[src/rtl/ep_fsr_pkg.sv]
package ep_fsr_pkg;

    localparam int BIT_BAD_PTR = 31;
    localparam int BIT_STARVE  = 30;
    localparam int FRM_LSB     = 24;
    localparam int BIT_EMPTY   = 16;

    typedef struct packed {
        logic [31:0] data;
        logic        eof;
        logic [1:0]  lane;
    } fifo_entry_t;

    function automatic logic [3:0] lane_onehot(input logic [1:0] lane);
        return 4'b0001 << lane;
    endfunction

endpackage

[src/rtl/ep_fifo_store.sv]
module ep_fifo_store
    import ep_fsr_pkg::*;
#(
    parameter int DEPTH    = 8,
    parameter int PTR_IN_W = 8
) (
    input  logic                clk,
    input  logic                rst_n,
    input  logic                push_en,
    input  fifo_entry_t         push_entry,
    input  logic                pop_req,
    input  logic                ptr_we,
    input  logic                ptr_sel,
    input  logic [PTR_IN_W-1:0] ptr_wdata,
    output fifo_entry_t         head,
    output logic                empty,
    output logic                pop_ok,
    output logic                ptr_bad
);
    localparam int PTR_W = $clog2(DEPTH);
    localparam int CNT_W = PTR_W + 1;

    typedef struct packed {
        logic [PTR_W-1:0] wp;
        logic [PTR_W-1:0] rp;
        logic [CNT_W-1:0] cnt;
    } ctl_t;

    ctl_t        ctl_d, ctl_q;
    fifo_entry_t mem_d [DEPTH];
    fifo_entry_t mem_q [DEPTH];

    logic             has_room;
    logic             push_ok;
    logic [PTR_W-1:0] new_wp, new_rp;

    always_comb begin
        empty    = (ctl_q.cnt == '0);
        has_room = (ctl_q.cnt < CNT_W'(DEPTH));
        ptr_bad  = ptr_we && (ptr_wdata >= PTR_IN_W'(DEPTH));
        pop_ok   = pop_req && !empty && !ptr_we;
        push_ok  = push_en && has_room && !ptr_we;
        head     = mem_q[ctl_q.rp];

        ctl_d = ctl_q;
        for (int i = 0; i < DEPTH; i++) mem_d[i] = mem_q[i];

        new_wp = ptr_sel ? ctl_q.wp : ptr_wdata[PTR_W-1:0];
        new_rp = ptr_sel ? ptr_wdata[PTR_W-1:0] : ctl_q.rp;

        if (ptr_we) begin
            if (!ptr_bad) begin
                ctl_d.wp  = new_wp;
                ctl_d.rp  = new_rp;
                ctl_d.cnt = {1'b0, new_wp - new_rp};
            end
        end else begin
            if (push_ok) begin
                mem_d[ctl_q.wp] = push_entry;
                ctl_d.wp        = ctl_q.wp + 1'b1;
            end
            if (pop_ok) begin
                ctl_d.rp = ctl_q.rp + 1'b1;
            end
            case ({push_ok, pop_ok})
                2'b10:   ctl_d.cnt = ctl_q.cnt + 1'b1;
                2'b01:   ctl_d.cnt = ctl_q.cnt - 1'b1;
                default: ctl_d.cnt = ctl_q.cnt;
            endcase
        end
    end

    always_ff @(posedge clk or negedge rst_n) begin
        if (!rst_n) begin
            ctl_q <= '0;
            for (int i = 0; i < DEPTH; i++) mem_q[i] <= '0;
        end else begin
            ctl_q <= ctl_d;
            for (int i = 0; i < DEPTH; i++) mem_q[i] <= mem_d[i];
        end
    end

    // the held count never exceeds the storage
    a_r2_cnt_bound: assert property (@(posedge clk) disable iff (!rst_n)
        ctl_q.cnt <= CNT_W'(DEPTH));

    // a push into a full FIFO without a pop leaves it full
    a_r2_full_drop: assert property (@(posedge clk) disable iff (!rst_n)
        (ctl_q.cnt == CNT_W'(DEPTH)) && push_en && !pop_req && !ptr_we
        |=> ctl_q.cnt == CNT_W'(DEPTH));

    // a stalled read removes nothing
    a_r6_no_pop_empty: assert property (@(posedge clk) disable iff (!rst_n)
        pop_req && (ctl_q.cnt == '0) && !push_en && !ptr_we
        |=> ctl_q.cnt == '0);

    // an out-of-range load leaves both pointers where they were
    a_r4_bad_ptr_keeps: assert property (@(posedge clk) disable iff (!rst_n)
        ptr_we && (ptr_wdata >= PTR_IN_W'(DEPTH))
        |=> $stable(ctl_q.wp) && $stable(ctl_q.rp));

endmodule

[src/rtl/ep_sticky_flags.sv]
module ep_sticky_flags #(
    parameter int N_FLAGS = 2
) (
    input  logic               clk,
    input  logic               rst_n,
    input  logic [N_FLAGS-1:0] set_i,
    input  logic [N_FLAGS-1:0] clr_i,
    input  logic [N_FLAGS-1:0] mask_i,
    output logic [N_FLAGS-1:0] flag_o,
    output logic               err_o
);
    typedef struct packed {
        logic [N_FLAGS-1:0] flag;
        logic               err;
    } flag_state_t;

    flag_state_t st_d, st_q;

    always_comb begin
        st_d = st_q;
        for (int i = 0; i < N_FLAGS; i++) begin
            // a set in the same cycle as a clear wins
            st_d.flag[i] = set_i[i] | (st_q.flag[i] & ~clr_i[i]);
        end
        st_d.err = |(st_q.flag & ~mask_i);
    end

    always_ff @(posedge clk or negedge rst_n) begin
        if (!rst_n) st_q <= '0;
        else        st_q <= st_d;
    end

    assign flag_o = st_q.flag;
    assign err_o  = st_q.err;

    for (genvar g = 0; g < N_FLAGS; g++) begin : g_chk
        // a flag holds while no clearing write arrives
        a_r7_hold: assert property (@(posedge clk) disable iff (!rst_n)
            st_q.flag[g] && !clr_i[g] |=> st_q.flag[g]);
        // a clearing write without a set drops the flag
        a_r7_clear: assert property (@(posedge clk) disable iff (!rst_n)
            clr_i[g] && !set_i[g] |=> !st_q.flag[g]);
        // a set always lands, even against a clear
        a_r8_set_wins: assert property (@(posedge clk) disable iff (!rst_n)
            set_i[g] |=> st_q.flag[g]);
        // an unmasked flag reaches the error output one edge later
        a_r9_err_follows: assert property (@(posedge clk) disable iff (!rst_n)
            st_q.flag[g] && !mask_i[g] |=> st_q.err);
    end

    // with every flag clear or masked, the error output drops
    a_r9_err_quiet: assert property (@(posedge clk) disable iff (!rst_n)
        ((st_q.flag & ~mask_i) == '0) |=> !st_q.err);

endmodule

[src/rtl/ep_frame_lane.sv]
module ep_frame_lane
    import ep_fsr_pkg::*;
(
    input  logic       head_valid,
    input  logic       head_eof,
    input  logic [1:0] head_lane,
    output logic [3:0] frm
);
    always_comb begin
        if (head_valid && head_eof) frm = lane_onehot(head_lane);
        else                        frm = 4'b0000;
    end
endmodule

[src/rtl/ep_fifo_status.sv]
module ep_fifo_status
    import ep_fsr_pkg::*;
#(
    parameter int DEPTH    = 8,
    parameter int PTR_IN_W = 8
) (
    input  logic                clk,
    input  logic                rst_n,
    input  logic                push_en,
    input  logic [31:0]         push_data,
    input  logic                push_eof,
    input  logic [1:0]          push_lane,
    input  logic                pop_req,
    output logic [31:0]         pop_data,
    output logic                pop_ok,
    output logic                pop_wait,
    input  logic                ptr_we,
    input  logic                ptr_sel,
    input  logic [PTR_IN_W-1:0] ptr_wdata,
    input  logic                stat_we,
    input  logic [31:0]         stat_wdata,
    input  logic                mask_bad_ptr,
    input  logic                mask_starve,
    output logic [31:0]         status,
    output logic                fifo_err
);
    localparam int N_FLAGS = 2;
    localparam int F_BAD   = 0;
    localparam int F_STV   = 1;

    fifo_entry_t        push_entry, head;
    logic               empty, ptr_bad;
    logic [3:0]         frm;
    logic [N_FLAGS-1:0] set_v, clr_v, mask_v, flags;

    assign push_entry = '{data: push_data, eof: push_eof, lane: push_lane};

    ep_fifo_store #(.DEPTH(DEPTH), .PTR_IN_W(PTR_IN_W)) u_store (
        .clk        (clk),
        .rst_n      (rst_n),
        .push_en    (push_en),
        .push_entry (push_entry),
        .pop_req    (pop_req),
        .ptr_we     (ptr_we),
        .ptr_sel    (ptr_sel),
        .ptr_wdata  (ptr_wdata),
        .head       (head),
        .empty      (empty),
        .pop_ok     (pop_ok),
        .ptr_bad    (ptr_bad)
    );

    always_comb begin
        pop_wait       = pop_req && empty;
        set_v[F_BAD]   = ptr_bad;
        set_v[F_STV]   = pop_wait;
        clr_v[F_BAD]   = stat_we && stat_wdata[BIT_BAD_PTR];
        clr_v[F_STV]   = stat_we && stat_wdata[BIT_STARVE];
        mask_v[F_BAD]  = mask_bad_ptr;
        mask_v[F_STV]  = mask_starve;
    end

    ep_sticky_flags #(.N_FLAGS(N_FLAGS)) u_flags (
        .clk    (clk),
        .rst_n  (rst_n),
        .set_i  (set_v),
        .clr_i  (clr_v),
        .mask_i (mask_v),
        .flag_o (flags),
        .err_o  (fifo_err)
    );

    ep_frame_lane u_lane (
        .head_valid (!empty),
        .head_eof   (head.eof),
        .head_lane  (head.lane),
        .frm        (frm)
    );

    always_comb begin
        pop_data                  = head.data;
        status                    = '0;
        status[BIT_BAD_PTR]       = flags[F_BAD];
        status[BIT_STARVE]        = flags[F_STV];
        status[FRM_LSB +: 4]      = frm;
        status[BIT_EMPTY]         = empty;
    end

    // the frame-lane code is one-hot or zero
    a_r10_onehot: assert property (@(posedge clk) disable iff (!rst_n)
        $onehot0(status[FRM_LSB +: 4]));

    // an empty FIFO shows no frame lane
    a_r3_empty_no_lane: assert property (@(posedge clk) disable iff (!rst_n)
        status[BIT_EMPTY] |-> status[FRM_LSB +: 4] == 4'b0000);

    // a stalled read is never also served
    a_r6_wait_excl: assert property (@(posedge clk) disable iff (!rst_n)
        !(pop_wait && pop_ok));

endmodule

[config.mk]
export PLATFORM = sky130hd
export DESIGN_NAME = ep_fifo_status
export DESIGN_NICKNAME = d
export VERILOG_FILES = /design/src/rtl/ep_fsr_pkg.sv /design/src/rtl/ep_fifo_store.sv /design/src/rtl/ep_sticky_flags.sv /design/src/rtl/ep_frame_lane.sv /design/src/rtl/ep_fifo_status.sv
export SDC_FILE = /design/constraint.sdc
export NUM_CORES = 1
export LEC_CHECK = 0
export CELL_PAD_IN_SITES_DETAIL_PLACEMENT = 1
export CELL_PAD_IN_SITES_GLOBAL_PLACEMENT = 1
export CORE_MARGIN = 4
export CORE_UTILIZATION = 35
export DETAILED_ROUTE_END_ITERATION = 6
export PLACE_DENSITY_LB_ADDON = 0.1
export SKIP_CTS_REPAIR_TIMING = 1
export SYNTH_ARGS = -nofsm -noshare
export SYNTH_HDL_FRONTEND = slang
export SYNTH_SLANG_ARGS = --single-unit
[constraint.sdc]
create_clock -name clk -period 7.5 [get_ports clk]
set_clock_uncertainty 0.05 [all_clocks]
set_input_delay 2.25 -clock clk [delete_from_list [all_inputs] [get_ports clk]]
set_output_delay 2.25 -clock clk [all_outputs]
set_load 0.02 [all_outputs]
==> impl_metrics.env, run 1 <==
export IMPL_fmax_ghz=0.1602
export IMPL_hold_depth=1
export IMPL_wl_um=32350
export IMPL_synth_area_leaders="dfrtp_1, mux2_2, mux4_2"
export IMPL_power_leakage_uw=0.007048
export IMPL_postSynthRegisterBits=293
export IMPL_worst_pin_slew_ns=0.8556
export IMPL_ir_drop_mv=0.2117
export IMPL_routed_via_density=5.080
export IMPL_async_flop_share_pct=100.0
export IMPL_fp_coreArea_um2=38650
export IMPL_grt_max_degree=95
export IMPL_yosysMostFrequentCell="mux2_2"
export IMPL_hold_path_class="flop to flop"
export IMPL_seq_area_frac_synth_pct=53.72
export IMPL_diodes=0
export IMPL_antenna_found_initial=1
export IMPL_critPathTopFamily="buffers and inverters"
export IMPL_drt_first_pass_iters=4
export IMPL_wire_per_inst_um=21.47
export IMPL_clockBufferDepth=3
export IMPL_gp_congestion=0.6749
export IMPL_path_max_fanout=16
export IMPL_vias=7655
export IMPL_multi_input_area_um2=5956
export IMPL_io_pins=151
export IMPL_required_ns=5.20
export IMPL_path_buf_inv=3
export IMPL_cts_tree="yes"
export IMPL_worst_hold_slack_ns=0.4483
export IMPL_drtIter0Drc=223
export IMPL_final_util_pct=41.85
export IMPL_grt_pass1_wl_um=51610
export IMPL_r2r_start="u_store.ctl_q[3]"
export IMPL_cts_root_buf="clkbuf_16"
export IMPL_nets=1054
export IMPL_crit_type="primary input to output pin"
export IMPL_worstSetupStartpointType="primary input"
export IMPL_worstPathCellList="clkdlybuf4s50_1, buf_4, nand2b_2, nor2_4, clkdlybuf4s50_1"
export IMPL_cp_common_cell="clkdlybuf4s50_1"
export IMPL_clk_pin_slew_worst_paths_ns=0.05
export IMPL_setup_viol=0
export IMPL_status="completed"
export IMPL_n_fill_cell=3825
export IMPL_syn_area_um2=13650
export IMPL_endpoint_kind="output pin"
export IMPL_cp_slowest_stage_delay_ns=0.65
export IMPL_synth_edf_count=0
export IMPL_synth_cells=868
export IMPL_start_util_pct=35.32
export IMPL_port_buffers=95
export IMPL_setup_tns_final_ns=0
export IMPL_min_from="u_store.mem_q[177]"
export IMPL_dp_final_hpwl_um=18350
export IMPL_first_global_vias=8540
export IMPL_overflow=0
export IMPL_cpMaxStageDelayCell="clkdlybuf4s50_1"
export IMPL_r2r_setup_slack_ns=4.61
export IMPL_syn_to_final_growth_pct=18.51
export IMPL_clock_latency_ns=0.50
export IMPL_post_route_drc_count=0
export IMPL_synth_area_leader_cell="dfrtp_1"
export IMPL_finalCritPeriodShare_pct=83.23
export IMPL_hold_violations=0
export IMPL_maxCapViolations=0
export IMPL_htreeDepth=2
export IMPL_cp_arrival_ns=3.94
export IMPL_layout_drive_gt1_share_pct=48.23
export IMPL_postRouteAntennaNets=0
export IMPL_worst_r2r_cell_count=5
export IMPL_yosys_most_used_dff="dfrtp_1"
export IMPL_netlist_area_leader_share_pct=53.72
export IMPL_die_area_um2=42220
export IMPL_die_y_um=205.5
export IMPL_fin_crit_ns=6.242
export IMPL_rows=72
export IMPL_rsz0062_at_grt="false"
export IMPL_slew_headroom_pct=42.96
export IMPL_worstReg2RegEnd="u_store.mem_q[55]"
export IMPL_synth_avg_cell_area_um2=15.73
export IMPL_grt_usage_pct=15.72
export IMPL_cts_sinks=293
export IMPL_slew_viol_final=0
export IMPL_hold_end="u_store.mem_q[177]"
export IMPL_power_uw=7088
export IMPL_yosys_top_cells_count="mux2_2, dfrtp_1, mux4_2"
export IMPL_seq_area_um2=7341
export IMPL_die_x_um=205.5
export IMPL_ys_types=48
export IMPL_yosys_warnings=0
export IMPL_power_density_nw_per_um2=438.2
export IMPL_cts_made_buffers=35
## cell families (layout without fill, tap and decap cells)
kind of cell	Yosys count	count (layout)	share of synthesized area (%)
other cells	1	25	0.02747
xor+xnor	5	5	0.3209
buf+inv	84	181	3.438
mux	390	390	37.90
fa+ha+maj	5	5	0.5134
compound gates	31	31	1.623
simple gates	59	59	2.466
flops	293	293	53.72
## metrics by stage
step | setup WS, ns | instance area [µm²] | std cells
floorplan | 2.548 | 13740 | 892
global placement | 1.257 | 15070 | 1446
detailed placement | 1.256 | 15070 | 1446
CTS | 1.245 | 16180 | 1507
global route | 1.190 | 16180 | 1507
finish | 1.258 | 16180 | 1507
## placed cells by master, fill, tap and decap left out, types with 4 or more instances in the layout
master | synthesis | routed
conb_1 | 1 | 25
nand2_1 | 22 | 16
nor2_1 | 14 | 14
inv_1 | 8 | 8
nor3_2 | 4 | 4
clkbuf_1 | 12 | 9
clkbuf_8 | 0 | 12
mux2i_1 | 6 | 6
clkinv_2 | 0 | 4
ha_1 | 4 | 4
clkbuf_16 | 0 | 35
mux2_2 | 314 | 314
nand2_2 | 0 | 6
dfrtp_1 | 293 | 290
o21ai_0 | 8 | 8
buf_4 | 29 | 15
mux4_2 | 70 | 70
clkdlybuf4s50_1 | 0 | 94
## power by group
part | switching, µW | total (µW) | internal [µW]
registers | 484 | 2790 | 2300
clock network | 653 | 1630 | 978
logic | 1040 | 2670 | 1630
total | 2180 | 7090 | 4910
## layer usage
| metal | up-vias | wire length (µm) | global-route usage, % |
|---|---|---|---|
| met5 | - | 7 | 0 |
| met4 | 2 | 574 | 3.612 |
| met3 | 38 | 1078 | 2.742 |
| met2 | 99 | 16070 | 26.74 |
| met1 | 4141 | 14620 | 21.13 |
| li1 | 3375 | - | - |
## flip-flops by register name, summed over array words and instances, names as in the netlist
register and flops:
u_store.mem_q 280, u_store.ctl_q 10, u_flags.err_o 1, u_flags.flag_o 2
## worst max-delay path by stage
stage | depth (start not counted) | slack [ns] | endpoint | start
after floorplan | 2 | 2.55 | pop_ok | ptr_we
after global placement | 5 | 1.26 | pop_ok | ptr_we
after CTS | 5 | 1.24 | pop_ok | ptr_we
final | 5 | 1.26 | pop_ok | ptr_we
after detailed placement | 5 | 1.26 | pop_ok | ptr_we
after global routing | 5 | 1.19 | pop_ok | ptr_we
## final cells by class
class	count	area share, %
Sequential cell	293	45.38
Multi-Input combinational cell	515	36.82
Timing Repair Buffer	111	6.730
Clock buffer	56	6.644
Tap cell	518	4.007
Inverter	9	0.2398
Clock inverter	5	0.1779
No activity file was read; power rests on OpenSTA's default activity.
==> run 2, diff against run 1 <==
Clock period 7.5 ns to 6.41 ns, I/O delays scaled along.
==> impl_metrics.env, run 2 (synthesized netlist as in run 1, its figures left out) <==
export IMPL_multi_input_area_um2=5956
export IMPL_drtIter0Drc=158
export IMPL_port_buffers=95
export IMPL_routed_via_density=5.094
export IMPL_gp_congestion=0.6822
export IMPL_layout_drive_gt1_share_pct=48.54
export IMPL_grt_usage_pct=15.77
export IMPL_placedCellCount=1451
export IMPL_postRouteAntennaNets=0
export IMPL_layout_commonest_cell="mux2_2"
export IMPL_hold_path_class="flop to flop"
export IMPL_clk_pin_slew_worst_paths_ns=0.06
export IMPL_seq_area_um2=7341
export IMPL_slew_headroom_pct=36.40
export IMPL_setup_viol=0
export IMPL_preCtsSetupSlack_ns=0.9880
export IMPL_largest_reg_flops=280
export IMPL_rsz0062_at_grt="false"
export IMPL_cp_arrival_ns=3.48
export IMPL_wl_um=32880
export IMPL_endpoint_kind="output pin"
export IMPL_cts_root_buf="clkbuf_16"
export IMPL_ir_drop_mv=0.2585
export IMPL_clock_latency_ns=0.50
export IMPL_drt_first_pass_iters=4
export IMPL_fmax_ghz=0.1834
export IMPL_worst_hold_slack_ns=0.4490
export IMPL_cp_slowest_stage_delay_ns=1.03
export IMPL_grt_pass1_wl_um=51810
export IMPL_final_cell_mix="mux2_2, dfrtp_1, clkdlybuf4s50_1"
export IMPL_cpMaxStageDelayCell="dfrtp_4"
export IMPL_wire_per_inst_um=21.76
export IMPL_slew_viol_final=0
export IMPL_antenna_found_initial=1
export IMPL_syn_to_final_growth_pct=19.06
export IMPL_path_max_fanout=43
export IMPL_setup_slack_ns=0.9560
export IMPL_fp_coreArea_um2=38650
export IMPL_start_util_pct=35.32
export IMPL_required_ns=4.44
export IMPL_setup_tns_final_ns=0
export IMPL_post_route_drc_count=0
export IMPL_largest_register="u_store.mem_q"
export IMPL_final_cells=1511
export IMPL_worst_pin_slew_ns=0.9539
export IMPL_power_uw=8375
export IMPL_clockBufferDepth=3
export IMPL_rows=72
export IMPL_maxCapViolations=0
export IMPL_overflow=0
export IMPL_nets=1060
export IMPL_io_pins=151
export IMPL_grt_max_degree=110
export IMPL_worstSetupStartpointType="flop"
export IMPL_cts_sinks=293
export IMPL_cts_made_buffers=36
export IMPL_die_x_um=205.5
export IMPL_vias=7697
export IMPL_cts_tree="yes"
export IMPL_diodes=0
export IMPL_status="completed"
export IMPL_first_global_vias=8532
export IMPL_dp_final_hpwl_um=19040
export IMPL_die_y_um=205.5
export IMPL_finalCritPeriodShare_pct=85.09
export IMPL_die_area_um2=42220
export IMPL_crit_type="flop to output pin"
export IMPL_hold_violations=0
export IMPL_fin_crit_ns=5.454
export IMPL_htreeDepth=2
export IMPL_worstPathCellList="buf_4, mux4_2, mux2_2, clkdlybuf4s50_1"
export IMPL_n_fill_cell=3814
export IMPL_power_density_nw_per_um2=515.4
export IMPL_power_leakage_uw=0.007090
-- run 2: cell types whose count changed in the layout (fill, tap and decap cells not counted) --
| cell | delta |
|---|---|
| clkinv_4 | +2 |
| buf_4 | +5 |
| clkinv_2 | +1 |
| clkbuf_16 | +2 |
| bufinv_16 | +2 |
| clkbuf_8 | -6 |
| inv_6 | -1 |
| clkbuf_1 | -1 |
-- run 2: stage by stage --
stage / utilization [%] / area [µm²]
global route: 42.05 / 16250
global placement: 39.10 / 15110
detailed placement: 39.10 / 15110
finish: 42.05 / 16250
floorplan: - / 13740
CTS: 42.05 / 16250
-- run 2: worst paths after layout --
kind | cells after the start | slack (ns) | end | start
worst max-delay path | 4 | 0.96 | pop_data[9] | u_store.ctl_q[4]
worst min-delay path | 1 | 0.45 | u_store.mem_q[187] | u_store.mem_q[187]
worst max register to register | 5 | 3.59 | u_store.mem_q[6] | u_store.ctl_q[3]
worst min register to register | 1 | 0.45 | u_store.mem_q[187] | u_store.mem_q[187]
max in group asynchronous | 2 | 3.70 | u_store.ctl_q[4] | rst_n
min in group asynchronous | 1 | 1.40 | u_store.mem_q[133] | rst_n
-- run 2: cell type report --
type	count	share of cell area, %
Clock inverter	9	0.6313
Timing Repair Buffer	116	6.929
Clock buffer	51	6.391
Inverter	9	0.2387
Sequential cell	293	45.17
Tap cell	518	3.988
Multi-Input combinational cell	515	36.65
-- run 2: layer usage --
metal | track usage, % | vias up | part of all wire [%]
met3 | 2.522 | 31 | 2.9
met5 | 0 | - | 0.024
met2 | 26.45 | 98 | 49
li1 | - | 3390 | -
met1 | 21.84 | 4176 | 46
met4 | 3.230 | 2 | 1.3
-- run 2: critical path: cells and delay by family (launching register included) --
family,cells,cell delay (ns)
DFF,1,1.03
buffers and inverters,2,1.07
muxes,2,0.87
-- run 2: where the power goes --
group | internal, µW | switching (µW) | total (µW)
clock network | 1200 | 770 | 1970
registers | 2700 | 597 | 3290
logic | 1910 | 1200 | 3110
total | 5810 | 2560 | 8380
==> run 3, diff against run 2 <==
Settings changed: CAP_MARGIN from default to 20.
==> results of run 3 <==
Same layout as run 2: the final DEF is identical, and so are final timing and power.
